===== src/rtl/cds_pkg.sv =====
package cds_pkg;
    // Search space of the two divider stages
    localparam int FRAC_W    = 6;
    localparam int IDIV_W    = 8;
    localparam int FRAC_LO   = 18;
    localparam int FRAC_HI   = 35;
    localparam int IDIV_LO   = 1;
    localparam int IDIV_HI   = 255;
    // Fixed-point format of the stage factor
    localparam int FXP_BITS  = 4;
    localparam int RATIO_NUM = 18;
    localparam int RATIO_W   = 6;
    // Best-error seed; a search that never beats it fails
    localparam int SEED_ERR  = 24'hFFFFFF;

    typedef enum logic [1:0] {
        ST_IDLE   = 2'd0,
        ST_LAUNCH = 2'd1,
        ST_WAIT   = 2'd2,
        ST_FINISH = 2'd3
    } cds_state_e;
endpackage


===== src/rtl/cds_ratio.sv =====
// Rounded fixed-point factor RATIO_NUM / frac with FXP_BITS fraction bits.
module cds_ratio
    import cds_pkg::*;
(
    input  logic [FRAC_W-1:0]  frac_i,
    output logic [RATIO_W-1:0] ratio_o
);
    localparam int TW = 12;

    logic [TW-1:0] num_w;
    logic [TW-1:0] den_w;
    logic [TW-1:0] whole_w;
    logic [TW-1:0] rem_w;
    logic [TW-1:0] fine_w;
    logic [TW-1:0] sum_w;

    always_comb begin
        num_w   = TW'(RATIO_NUM);
        den_w   = TW'(frac_i);
        whole_w = '0;
        rem_w   = '0;
        fine_w  = '0;
        if (den_w != '0) begin
            whole_w = num_w / den_w;
            rem_w   = num_w % den_w;
            fine_w  = ((rem_w << FXP_BITS) + (den_w >> 1)) / den_w;
        end
        sum_w   = (whole_w << FXP_BITS) + fine_w;
        ratio_o = sum_w[RATIO_W-1:0];
    end

    // inside the swept range the factor always lies between 8 and 16
    always_comb begin
        if (frac_i >= FRAC_W'(FRAC_LO) && frac_i <= FRAC_W'(FRAC_HI)) begin
            ratio_range_chk: assert (ratio_o >= RATIO_W'(8) && ratio_o <= RATIO_W'(16))
                else $error("factor out of range");
        end
    end
endmodule


===== src/rtl/cds_div.sv =====
// Iterative restoring divider that retires SB quotient bits per cycle.
module cds_div #(
    parameter int DW = 40,
    parameter int VW = 8,
    parameter int SB = 8
) (
    input  logic          clk,
    input  logic          rst_n,
    input  logic          start_i,
    input  logic [DW-1:0] num_i,
    input  logic [VW-1:0] den_i,
    output logic          busy_o,
    output logic          valid_o,
    output logic [DW-1:0] quo_o
);
    localparam int STEPS = DW / SB;
    localparam int CW    = $clog2(STEPS) + 1;

    typedef struct packed {
        logic          busy;
        logic          valid;
        logic [CW-1:0] cnt;
        logic [DW-1:0] acc;
        logic [VW:0]   rem;
        logic [VW-1:0] den;
    } dv_t;

    dv_t           dv_d, dv_q;
    logic [VW:0]   r_w;
    logic [DW-1:0] s_w;

    always_comb begin
        dv_d       = dv_q;
        dv_d.valid = 1'b0;
        r_w        = dv_q.rem;
        s_w        = dv_q.acc;
        if (!dv_q.busy) begin
            if (start_i) begin
                dv_d.busy = 1'b1;
                dv_d.cnt  = '0;
                dv_d.acc  = num_i;
                dv_d.rem  = '0;
                dv_d.den  = den_i;
            end
        end else begin
            for (int k = 0; k < SB; k++) begin
                r_w = {r_w[VW-1:0], s_w[DW-1]};
                s_w = {s_w[DW-2:0], 1'b0};
                if (r_w >= {1'b0, dv_q.den}) begin
                    r_w    = r_w - {1'b0, dv_q.den};
                    s_w[0] = 1'b1;
                end
            end
            dv_d.acc = s_w;
            dv_d.rem = r_w;
            dv_d.cnt = dv_q.cnt + CW'(1);
            if (dv_q.cnt == CW'(STEPS - 1)) begin
                dv_d.busy  = 1'b0;
                dv_d.valid = 1'b1;
            end
        end
    end

    always_ff @(posedge clk or negedge rst_n) begin
        if (!rst_n) dv_q <= '0;
        else        dv_q <= dv_d;
    end

    assign busy_o  = dv_q.busy;
    assign valid_o = dv_q.valid;
    assign quo_o   = dv_q.acc;


    div_start_idle_chk: assert property (@(posedge clk) disable iff (!rst_n)
        start_i |-> !dv_q.busy)
        else $error("divider started while busy");


    div_valid_after_run_chk: assert property (@(posedge clk) disable iff (!rst_n)
        dv_q.valid |-> (!dv_q.busy && $past(dv_q.busy)))
        else $error("quotient valid without a run");
endmodule


===== src/rtl/cds_track.sv =====
// Holds the best candidate seen so far under a strict-improvement rule.
module cds_track
    import cds_pkg::*;
#(
    parameter int EW = 42
) (
    input  logic                 clk,
    input  logic                 rst_n,
    input  logic                 clear_i,
    input  logic                 cand_valid_i,
    input  logic signed [EW-1:0] cand_err_i,
    input  logic [FRAC_W-1:0]    cand_frac_i,
    input  logic [IDIV_W-1:0]    cand_div_i,
    output logic signed [EW-1:0] best_err_o,
    output logic [FRAC_W-1:0]    best_frac_o,
    output logic [IDIV_W-1:0]    best_div_o,
    output logic                 found_o
);
    typedef struct packed {
        logic signed [EW-1:0] err;
        logic [FRAC_W-1:0]    frac;
        logic [IDIV_W-1:0]    idiv;
        logic                 found;
    } bt_t;

    bt_t bt_d, bt_q;

    function automatic logic [EW-1:0] mag(input logic signed [EW-1:0] v);
        return (v < 0) ? EW'(-v) : EW'(v);
    endfunction

    always_comb begin
        bt_d = bt_q;
        if (clear_i) begin
            bt_d.err   = EW'(SEED_ERR);
            bt_d.frac  = '0;
            bt_d.idiv  = '0;
            bt_d.found = 1'b0;
        end else if (cand_valid_i && (mag(cand_err_i) < mag(bt_q.err))) begin
            bt_d.err   = cand_err_i;
            bt_d.frac  = cand_frac_i;
            bt_d.idiv  = cand_div_i;
            bt_d.found = 1'b1;
        end
    end

    always_ff @(posedge clk or negedge rst_n) begin
        if (!rst_n) begin
            bt_q       <= '0;
            bt_q.err   <= EW'(SEED_ERR);
        end else begin
            bt_q       <= bt_d;
        end
    end

    assign best_err_o  = bt_q.err;
    assign best_frac_o = bt_q.frac;
    assign best_div_o  = bt_q.idiv;
    assign found_o     = bt_q.found;


    best_mag_monotone_chk: assert property (@(posedge clk) disable iff (!rst_n)
        !clear_i |=> (mag(bt_q.err) <= $past(mag(bt_q.err))))
        else $error("best error magnitude grew");


    found_has_pair_chk: assert property (@(posedge clk) disable iff (!rst_n)
        bt_q.found |-> (bt_q.frac >= FRAC_W'(FRAC_LO) && bt_q.idiv != '0))
        else $error("found without a legal pair");
endmodule


===== src/rtl/clkdiv_search.sv =====
// Exhaustive search over fractional x integer divider pairs.
module clkdiv_search
    import cds_pkg::*;
#(
    parameter int PAR_W = 24,
    parameter int TGT_W = 24,
    parameter int DW    = 40,
    parameter int SB    = 8
) (
    input  logic                 clk,
    input  logic                 rst_n,
    input  logic                 start_i,
    input  logic [PAR_W-1:0]     parent_khz_i,
    input  logic [TGT_W-1:0]     target_khz_i,
    output logic                 busy_o,
    output logic                 done_o,
    output logic                 fail_o,
    output logic [FRAC_W-1:0]    frac_o,
    output logic [IDIV_W-1:0]    div_o,
    output logic signed [DW+1:0] err_o
);
    localparam int EW = DW + 2;

    typedef struct packed {
        cds_state_e           st;
        logic [FRAC_W-1:0]    frac;
        logic [IDIV_W-1:0]    idiv;
        logic [PAR_W-1:0]     parent;
        logic [TGT_W-1:0]     target;
        logic                 done;
        logic                 fail;
        logic [FRAC_W-1:0]    out_frac;
        logic [IDIV_W-1:0]    out_div;
        logic signed [EW-1:0] out_err;
    } eng_t;

    eng_t eng_d, eng_q;

    logic [RATIO_W-1:0]   ratio_w;
    logic [DW-1:0]        dividend_w;
    logic                 dv_start_w;
    logic                 dv_busy_w;
    logic                 dv_valid_w;
    logic [DW-1:0]        dv_quo_w;
    logic [EW-1:0]        tgt_ext_w;
    logic signed [EW-1:0] cand_err_w;
    logic                 trk_clear_w;
    logic                 cand_valid_w;
    logic signed [EW-1:0] best_err_w;
    logic [FRAC_W-1:0]    best_frac_w;
    logic [IDIV_W-1:0]    best_div_w;
    logic                 found_w;

    cds_ratio u_ratio (
        .frac_i  (eng_q.frac),
        .ratio_o (ratio_w)
    );

    assign dividend_w = (DW'(eng_q.parent) * DW'(ratio_w)) + DW'(eng_q.idiv >> 1);

    cds_div #(.DW(DW), .VW(IDIV_W), .SB(SB)) u_div (
        .clk     (clk),
        .rst_n   (rst_n),
        .start_i (dv_start_w),
        .num_i   (dividend_w),
        .den_i   (eng_q.idiv),
        .busy_o  (dv_busy_w),
        .valid_o (dv_valid_w),
        .quo_o   (dv_quo_w)
    );

    assign tgt_ext_w  = EW'({eng_q.target, {FXP_BITS{1'b0}}});
    assign cand_err_w = $signed(tgt_ext_w) - $signed({2'b00, dv_quo_w});

    cds_track #(.EW(EW)) u_track (
        .clk          (clk),
        .rst_n        (rst_n),
        .clear_i      (trk_clear_w),
        .cand_valid_i (cand_valid_w),
        .cand_err_i   (cand_err_w),
        .cand_frac_i  (eng_q.frac),
        .cand_div_i   (eng_q.idiv),
        .best_err_o   (best_err_w),
        .best_frac_o  (best_frac_w),
        .best_div_o   (best_div_w),
        .found_o      (found_w)
    );

    always_comb begin
        eng_d        = eng_q;
        eng_d.done   = 1'b0;
        trk_clear_w  = 1'b0;
        dv_start_w   = 1'b0;
        cand_valid_w = 1'b0;
        unique case (eng_q.st)
            ST_IDLE: begin
                if (start_i) begin
                    eng_d.parent = parent_khz_i;
                    eng_d.target = target_khz_i;
                    eng_d.frac   = FRAC_W'(FRAC_LO);
                    eng_d.idiv   = IDIV_W'(IDIV_LO);
                    trk_clear_w  = 1'b1;
                    eng_d.st     = ST_LAUNCH;
                end
            end
            ST_LAUNCH: begin
                dv_start_w = 1'b1;
                eng_d.st   = ST_WAIT;
            end
            ST_WAIT: begin
                if (dv_valid_w) begin
                    cand_valid_w = 1'b1;
                    if (eng_q.idiv == IDIV_W'(IDIV_HI)) begin
                        if (eng_q.frac == FRAC_W'(FRAC_HI)) begin
                            eng_d.st = ST_FINISH;
                        end else begin
                            eng_d.frac = eng_q.frac + FRAC_W'(1);
                            eng_d.idiv = IDIV_W'(IDIV_LO);
                            eng_d.st   = ST_LAUNCH;
                        end
                    end else begin
                        eng_d.idiv = eng_q.idiv + IDIV_W'(1);
                        eng_d.st   = ST_LAUNCH;
                    end
                end
            end
            ST_FINISH: begin
                eng_d.done     = 1'b1;
                eng_d.fail     = !found_w;
                eng_d.out_frac = found_w ? best_frac_w : '0;
                eng_d.out_div  = found_w ? best_div_w : '0;
                eng_d.out_err  = best_err_w;
                eng_d.st       = ST_IDLE;
            end
            default: eng_d.st = ST_IDLE;
        endcase
    end

    always_ff @(posedge clk or negedge rst_n) begin
        if (!rst_n) eng_q <= '{st: ST_IDLE, default: '0};
        else        eng_q <= eng_d;
    end

    assign busy_o = (eng_q.st != ST_IDLE);
    assign done_o = eng_q.done;
    assign fail_o = eng_q.fail;
    assign frac_o = eng_q.out_frac;
    assign div_o  = eng_q.out_div;
    assign err_o  = eng_q.out_err;


    loop_range_chk: assert property (@(posedge clk) disable iff (!rst_n)
        busy_o |-> (eng_q.frac >= FRAC_W'(FRAC_LO) && eng_q.frac <= FRAC_W'(FRAC_HI)
                    && eng_q.idiv >= IDIV_W'(IDIV_LO)))
        else $error("loop counters out of range");


    launch_free_div_chk: assert property (@(posedge clk) disable iff (!rst_n)
        (eng_q.st == ST_LAUNCH) |-> !dv_busy_w)
        else $error("launch while divider busy");


    done_single_chk: assert property (@(posedge clk) disable iff (!rst_n)
        done_o |=> !done_o)
        else $error("done longer than one cycle");


    fail_zero_chk: assert property (@(posedge clk) disable iff (!rst_n)
        (done_o && fail_o) |-> (frac_o == '0 && div_o == '0))
        else $error("failed search reported settings");


    start_busy_ignored_chk: assert property (@(posedge clk) disable iff (!rst_n)
        (busy_o && start_i) |=> ($stable(eng_q.parent) && $stable(eng_q.target)))
        else $error("start accepted while busy");


    results_hold_chk: assert property (@(posedge clk) disable iff (!rst_n)
        (!busy_o && !start_i) |=> ($stable(frac_o) && $stable(div_o)
                                   && $stable(err_o) && $stable(fail_o)))
        else $error("results changed while idle");
endmodule


===== config.mk =====
export PLATFORM = sky130hd
export DESIGN_NAME = clkdiv_search
export DESIGN_NICKNAME = d
export VERILOG_FILES = /design/src/rtl/cds_pkg.sv /design/src/rtl/cds_ratio.sv /design/src/rtl/cds_div.sv /design/src/rtl/cds_track.sv /design/src/rtl/clkdiv_search.sv
export SDC_FILE = /design/constraint.sdc
export NUM_CORES = 1
export LEC_CHECK = 0
export BUFFER_PORTS_ARGS = -buffer_cell sky130_fd_sc_hd__buf_2
export CORE_ASPECT_RATIO = 0.5
export CORE_UTILIZATION = 58
export CTS_BUF_LIST = sky130_fd_sc_hd__clkbuf_16
export CTS_CLUSTER_SIZE = 14
export DETAILED_ROUTE_END_ITERATION = 7
export HOLD_SLACK_MARGIN = 0.03
export PLACE_DENSITY_LB_ADDON = 0.1
export SYNTH_ARGS = -nofsm -noshare
export SYNTH_HDL_FRONTEND = slang
export SYNTH_SLANG_ARGS = --single-unit

===== constraint.sdc =====
create_clock -name clk -period 40.3 [get_ports clk]
set_input_delay 6.045 -clock clk [delete_from_list [all_inputs] [get_ports clk]]
set_output_delay 6.045 -clock clk [all_outputs]
set_load 0.02 [all_outputs]

==> results.sh, run 1 <==
export IMPL_worstSetupPathType="register to register"
export IMPL_track_usage_pct=28.7
export IMPL_ys_types=112
export IMPL_synthArstFlopShare_pct=100
export IMPL_die_h_um=157
export IMPL_viasPerCell=5.79
export IMPL_clock_power_share_pct=47.9
export IMPL_hold_end="frac_o[0]$_DFFE_PN0P_"
export IMPL_syn_area_sq_um=27700
export IMPL_wl_um=72800
export IMPL_post_route_min_period_ns=39.71
export IMPL_worstPathArrival_ns=40.13
export IMPL_regToRegStartpoint="eng_q[116]$_DFFE_PN0P_"
export IMPL_grt_first_pass_wirelength_um=115000
export IMPL_timing_hold_violations_final=0
export IMPL_synthFlopType="dfrtp_1"
export IMPL_vias=24200
export IMPL_pwr_share_seq_pct=48.0
export IMPL_rsz0062_at_grt="yes"
export IMPL_maxCapViolCount=0
export IMPL_crit_required_ns=40.72
export IMPL_post_route_drc_count=0
export IMPL_num_io_pins=110
export IMPL_routedWlPerCell_um=17.4
export IMPL_cts_tree="built"
export IMPL_p_int_mw=0.391
export IMPL_syn_nets=3823
export IMPL_rr_endpoint="u_div.quo_o[29]$_DFFE_PN0P_"
export IMPL_worst_pin_slew_ns=1.07
export IMPL_multi_input_area_sq_um=20900
export IMPL_fmax_ghz=0.0252
export IMPL_r2r_slack_ns=0.59
export IMPL_cts_max_level=1
export IMPL_n_fill_cell=3959
export IMPL_grt_max_degree=108
export IMPL_coreArea_sq_um=47000
export IMPL_die_x_um=311
export IMPL_end_kind="register"
export IMPL_regArea_sq_um=6010
export IMPL_overflow=0
export IMPL_clkTransAtPathRegs_ns=0.06
export IMPL_slowest_stage="a2111o_1"
export IMPL_hold_path_class="register to register"
export IMPL_drtPass1Iterations=5
export IMPL_ys_warn_count=0
export IMPL_cts_hold_buf=0
export IMPL_cp_slowest_stage_delay_ns=0.53
export IMPL_finClkSkew_ns=0.0150
export IMPL_drive_above_1_share_pct=19.4
export IMPL_rows=56
export IMPL_die_area_sq_um=48700
export IMPL_total_leakage_power_nw=15.8
export IMPL_critPathTopFamily="compound AO/OA/AOI/OAI gates"
export IMPL_root_buffer="clkbuf_16"
export IMPL_cp_max_fo=8
export IMPL_gp_congestion=0.903
export IMPL_yosysSeqAreaShare_pct=21.7
export IMPL_final_nets=3987
export IMPL_min_from="frac_o[0]$_DFFE_PN0P_"
export IMPL_grt_pass1_vias=22800
export IMPL_dp_hpwl_um=53900
export IMPL_layout_area_overhead_vs_synth_pct=13.7
export IMPL_antenna_found_initial=4
export IMPL_timing_slew_headroom_pct=26.3
export IMPL_switching_share_pct=23.3
export IMPL_power_mw=0.510
export IMPL_crit_top_cell="o21a_1"
export IMPL_switching_power_mw=0.119
export IMPL_synth_edf_count=0
export IMPL_cts_sinks=239
export IMPL_p_per_area_nw_per_um2=16.2
export IMPL_ys_seq_elements=239
export IMPL_r2r_cells=222
export IMPL_ir_drop_mv=0.0255
export IMPL_cts_buffer_depth=3
export IMPL_post_route_util_pct=67.0
export IMPL_start_util_pct=59.0
export IMPL_clk_latency_ns=0.56
export IMPL_initialDrtViolationCount=1523
export IMPL_outcome="completed"
export IMPL_io_buffers=109
export IMPL_whs_path_depth=2
export IMPL_holdWs_ns=0.475
export IMPL_startpoint_type="register"
export IMPL_synthCells=3360
export IMPL_detail_route_antenna_nets=0
export IMPL_setup_viol=0
export IMPL_drv_slew=0
export IMPL_combPwrFrac_pct=4.1
export IMPL_period_share_pct=98.5
export IMPL_cts_buffers=26
export IMPL_syn_avg_cell_area_sq_um=8.25
export IMPL_crit_buf_inv=14
[per-layer routing]
metal	vias to the layer above	track usage, %	part of all wire, %
li1	12000	-	-
met4	0	6.45	2.1
met5	-	0	0
met1	11600	38.6	45
met3	114	3.83	5.4
met2	577	49.3	48
[power groups by stage]
stage | combinational, mW | clock (mW) | sequential [mW]
finish | 0.0207 | 0.244 | 0.245
global route | 0.0241 | 0.258 | 0.245
floorplan | 0.0104 | 0 | 0.249
global placement | 0.0205 | 0 | 0.249
detailed placement | 0.0210 | 0 | 0.249
CTS | 0.0211 | 0.249 | 0.245
[Yosys cell counts, types with 52 or more instances]
cell,count,area (sq um)
and3_1,52,325
mux2_2,90,1010
nand2_1,463,1740
nor3_1,72,360
inv_1,246,923
dfrtp_1,215,5380
a21oi_1,195,976
nand2b_1,58,363
ha_1,311,3890
o21ai_0,269,1350
fa_1,101,2020
clkbuf_1,93,349
xnor2_1,139,1220
a21o_1,66,495
nand3_1,66,330
nor2_1,199,747
buf_4,58,435
xor2_1,92,806
[worst max path at each step]
stage | from | to | slack [ns] | cells after the start
CTS | eng_q[115]$_DFFE_PN0P_ | u_div.quo_o[29]$_DFFE_PN0P_ | 0.002 | 225
floorplan | eng_q[115]$_DFFE_PN0P_ | u_div.quo_o[30]$_DFFE_PN0P_ | 0.02 | 227
global route | eng_q[116]$_DFFE_PN0P_ | u_div.quo_o[30]$_DFFE_PN0P_ | -1.54 | 227
detailed placement | eng_q[115]$_DFFE_PN0P_ | u_div.quo_o[29]$_DFFE_PN0P_ | -1.09 | 223
finish | eng_q[116]$_DFFE_PN0P_ | u_div.quo_o[29]$_DFFE_PN0P_ | 0.59 | 222
global placement | eng_q[115]$_DFFE_PN0P_ | u_div.quo_o[29]$_DFFE_PN0P_ | 0.01 | 224
[worst reg2reg max path, delay by kind of cell, from the launching register on]
| kind | cells | cell delay (ns) |
|---|---|---|
| AOI/OAI and AO/OA | 115 | 19.03 |
| xor gates and xnor gates | 2 | 0.30 |
| adders and majority gates | 28 | 8.70 |
| buffers and inverters | 14 | 1.10 |
| DFF | 1 | 0.41 |
| muxes | 12 | 2.92 |
| and+or+nand+nor | 51 | 7.13 |
[sequential cells by signal, indices dropped and copies added, names as in the netlist, 6 cells and up]
| signal | flops |
|---|---|
| div_o | 8 |
| eng_q | 64 |
| err_o | 41 |
| frac_o | 6 |
| u_div.dv_q | 20 |
| u_div.quo_o | 40 |
| u_track.best_div_o | 8 |
| u_track.best_err_o | 41 |
| u_track.best_frac_o | 6 |
[logic make-up (layout without fill, tap and decap cells)]
family | count (synthesis) | in the layout | synth area share (%)
adder cells (fa/ha/maj) | 413 | 413 | 21.4
AND/OR/NAND/NOR | 1124 | 1125 | 19.5
flip-flops | 239 | 239 | 21.7
buffers and inverters | 419 | 602 | 6.56
other | 2 | 3 | 0.0271
multiplexers | 128 | 128 | 5.10
AO/OA/AOI/OAI | 804 | 804 | 18.5
XOR/XNOR | 231 | 231 | 7.30
[cell usage in the layout, fill, tap and decap left out, types with 13 or more instances in the layout]
master / netlist / final
nand2_1: 463 / 455
ha_1: 311 / 289
inv_1: 246 / 246
o21ai_0: 269 / 235
dfrtp_1: 215 / 214
buf_4: 58 / 196
nor2_1: 199 / 185
a21oi_1: 195 / 159
xnor2_1: 139 / 136
buf_2: 11 / 108
fa_1: 101 / 101
xor2_1: 92 / 90
mux2_2: 90 / 81
nor3_1: 72 / 66
a21o_1: 66 / 65
nand3_1: 66 / 64
nand2b_1: 58 / 55
and3_1: 52 / 52
a21oi_2: 21 / 48
and2_1: 51 / 47
o21a_1: 41 / 41
nor2b_1: 48 / 40
o31ai_1: 36 / 36
a211oi_1: 31 / 29
clkbuf_16: 0 / 27
mux2i_1: 31 / 26
o21ai_2: 2 / 24
nand4_1: 24 / 24
dfstp_2: 24 / 24
o211ai_1: 22 / 22
o21ai_1: 8 / 20
ha_4: 0 / 20
a31oi_1: 18 / 17
or3_1: 13 / 13
mux2_4: 3 / 13
[metrics by stage]
| step | setup WS [ns] | TNS (ns) | instances | instance area, sq um |
|---|---|---|---|---|
| after floorplan | 0.0230 | 0 | 3360 | 28000 |
| after CTS | 0.00168 | 0 | 4109 | 30300 |
| final | 0.587 | 0 | 4183 | 31500 |
| after global placement | 0.0147 | 0 | 4038 | 29200 |
| after global routing | -1.54 | -13.51 | 4182 | 31500 |
| after detailed placement | -1.09 | -7.68 | 4038 | 29200 |
[repair_timing]
item,CTS,global route
endpoints found under the setup margin,12,25
cloned,1,0
buffers inserted,22,73
pin swaps,24,174
resized for setup,20,152
[layout make-up]
type	count	area share (%)
Antenna cell	1	0.00794
Clock buffer	27	2.14
Clock inverter	21	0.568
Inverter	247	2.95
Multi-Input combinational cell	2703	66.2
Sequential cell	239	19.1
Tap cell	638	2.53
Timing Repair Buffer	307	6.50
(Power assumes the default switching activity.)
==> inputs of run 2 (changes only) <==
--- a/config.mk
+++ b/config.mk
@@ -15,2 +15,3 @@
 export PLACE_DENSITY_LB_ADDON = 0.1
+export RECOVER_POWER = 100
 export SYNTH_ARGS = -nofsm -noshare
==> constraint.sdc (replaced) <==
create_clock -name clk -period 40.3 [get_ports clk]
set_input_delay 4.03 -clock clk [delete_from_list [all_inputs] [get_ports clk]]
set_output_delay 4.03 -clock clk [all_outputs]
set_load 0.02 [all_outputs]
==> results.sh, run 2 (synthesis results as in run 1) <==
export IMPL_outcome="complete, but fails checks"
export IMPL_failed_checks="max-capacitance violations, max-slew violations"
export IMPL_drv_slew=629
export IMPL_n_fill_cell=4002
export IMPL_p_int_mw=0.391
export IMPL_largest_reg_flops=64
export IMPL_period_share_pct=98.6
export IMPL_cts_buffer_depth=3
export IMPL_cts_max_level=1
export IMPL_layout_commonest_cell="nand2_1"
export IMPL_coreArea_sq_um=47000
export IMPL_routed_wl_met3_um=3640
export IMPL_maxCapViolCount=9
export IMPL_rows=56
export IMPL_switching_power_mw=0.120
export IMPL_root_buffer="clkbuf_16"
export IMPL_worst_pin_slew_ns=5.77
export IMPL_fmax_ghz=0.0252
export IMPL_post_route_util_pct=66.8
export IMPL_dp_slack_ns=-1.09
export IMPL_routedWlPerCell_um=17.4
export IMPL_top_register="eng_q"
export IMPL_timing_hold_violations_final=0
export IMPL_final_nets=3987
export IMPL_crit_required_ns=40.72
export IMPL_drtPass1Iterations=5
export IMPL_pwr_share_seq_pct=48.0
export IMPL_gp_congestion=0.903
export IMPL_layout_area_overhead_vs_synth_pct=13.2
export IMPL_cts_tree="built"
export IMPL_cp_max_fo=8
export IMPL_endpoint="u_div.quo_o[29]$_DFFE_PN0P_"
export IMPL_dp_hpwl_um=53900
export IMPL_num_io_pins=110
export IMPL_r2r_slack_ns=0.58
export IMPL_total_leakage_power_nw=15.4
export IMPL_io_buffers=109
export IMPL_crit_start="eng_q[116]$_DFFE_PN0P_"
export IMPL_clock_power_share_pct=48.0
export IMPL_antenna_found_initial=4
export IMPL_die_area_sq_um=48700
export IMPL_grt_max_degree=108
export IMPL_p_per_area_nw_per_um2=16.3
export IMPL_fin_cells=4183
export IMPL_wl_um=72900
export IMPL_detail_route_antenna_nets=0
export IMPL_overflow=0
export IMPL_die_h_um=157
export IMPL_initialDrtViolationCount=1526
export IMPL_grt_pass1_vias=22800
export IMPL_slowest_stage="a2111o_1"
export IMPL_clkTransAtPathRegs_ns=0.06
export IMPL_viasPerCell=5.79
export IMPL_wl_met1_um=33100
export IMPL_post_route_min_period_ns=39.72
export IMPL_holdWs_ns=0.479
export IMPL_vias=24200
export IMPL_crit_top_cell="o21a_1"
export IMPL_final_cell_mix="456 x nand2_1, 289 x ha_1, 246 x inv_1"
export IMPL_top_layer="met4"
export IMPL_fin_ws_ns=0.579
export IMPL_cts_sinks=239
export IMPL_track_usage_pct=28.7
export IMPL_post_route_drc_count=0
export IMPL_cts_buffers=26
export IMPL_dpl_instance_area_sq_um=29200
export IMPL_combPwrFrac_pct=4.0
export IMPL_power_mw=0.511
export IMPL_hold_path_class="register to register"
export IMPL_drive_above_1_share_pct=17.2
export IMPL_rr_endpoint="u_div.quo_o[29]$_DFFE_PN0P_"
export IMPL_clk_latency_ns=0.56
export IMPL_grt_first_pass_wirelength_um=115000
export IMPL_r2r_cells=222
export IMPL_regToRegStartpoint="eng_q[116]$_DFFE_PN0P_"
export IMPL_setup_viol=0
export IMPL_worstPathArrival_ns=40.14
export IMPL_end_kind="register"
export IMPL_rsz0062_at_grt="yes"
export IMPL_start_util_pct=59.0
export IMPL_dpl_cell_count=4038
export IMPL_die_x_um=311
export IMPL_timing_slew_headroom_pct=-285
export IMPL_finClkSkew_ns=0.0149
export IMPL_setup_tns_final_ns=0
export IMPL_cp_slowest_stage_delay_ns=0.53
export IMPL_ir_drop_mv=0.0255
export IMPL_switching_share_pct=23.5
export IMPL_final_area_sq_um=31400
export IMPL_worstSetupPathType="register to register"
export IMPL_startpoint_type="register"
export IMPL_dr_wl_met2_um=34600
[run 2: worst min-delay path by stage]
stage | start | cells past startpoint | to
after detailed placement | frac_o[0]$_DFFE_PN0P_ | 2 | frac_o[0]$_DFFE_PN0P_
after global routing | u_div.valid_o$_DFF_PN0_ | 1 | eng_q[121]$_DFFE_PN0P_
after floorplan | div_o[0]$_DFFE_PN0P_ | 2 | div_o[0]$_DFFE_PN0P_
after CTS | frac_o[0]$_DFFE_PN0P_ | 2 | frac_o[0]$_DFFE_PN0P_
final | frac_o[0]$_DFFE_PN0P_ | 2 | frac_o[0]$_DFFE_PN0P_
after global placement | frac_o[3]$_DFFE_PN0P_ | 2 | frac_o[3]$_DFFE_PN0P_
[run 2: layout make-up]
cell class | instances | area (sq um) | area share, %
tap | 638 | 798 | 2.54
sequential | 239 | 6010 | 19.2
timing repair buffer | 307 | 1910 | 6.10
clock inverter | 21 | 179 | 0.570
antenna | 1 | 2.50 | 0.00797
clock buffer | 27 | 676 | 2.15
inverter | 247 | 931 | 2.97
multi-input combinational | 2703 | 20900 | 66.5
[run 2: power groups by stage]
stage	sequential (mW)	clock (mW)	combinational (mW)
global placement	0.249	0	0.0205
detailed placement	0.249	0	0.0210
CTS	0.245	0.249	0.0211
floorplan	0.249	0	0.0104
finish	0.245	0.245	0.0204
global route	0.245	0.258	0.0238
[run 2: layer usage]
layer / GRT usage [%] / vias to the layer above
li1: - / 12000
met1: 38.6 / 11600
met2: 49.3 / 563
met3: 3.83 / 113
met4: 6.45 / 0
met5: 0 / -
[run 2: repair_timing]
action | CTS | global route
resized for setup | 20 | 152
buffers inserted | 22 | 73
pin swaps | 24 | 174
endpoints found under the setup margin | 12 | 25
gates cloned | 1 | 0
hold buffers | 0 | 0
[run 2: worst max-delay path: cells and delay by family, from the launching register on]
kind                       cells  cell delay (ns)
xor gates and xnor gates       2             0.30
DFF                            1             0.41
adders and majority gates     28             8.69
muxes                         12             2.91
and+or+nand+nor               51             7.08
buffers and inverters         14             1.09
AOI/OAI and AO/OA            115            19.04
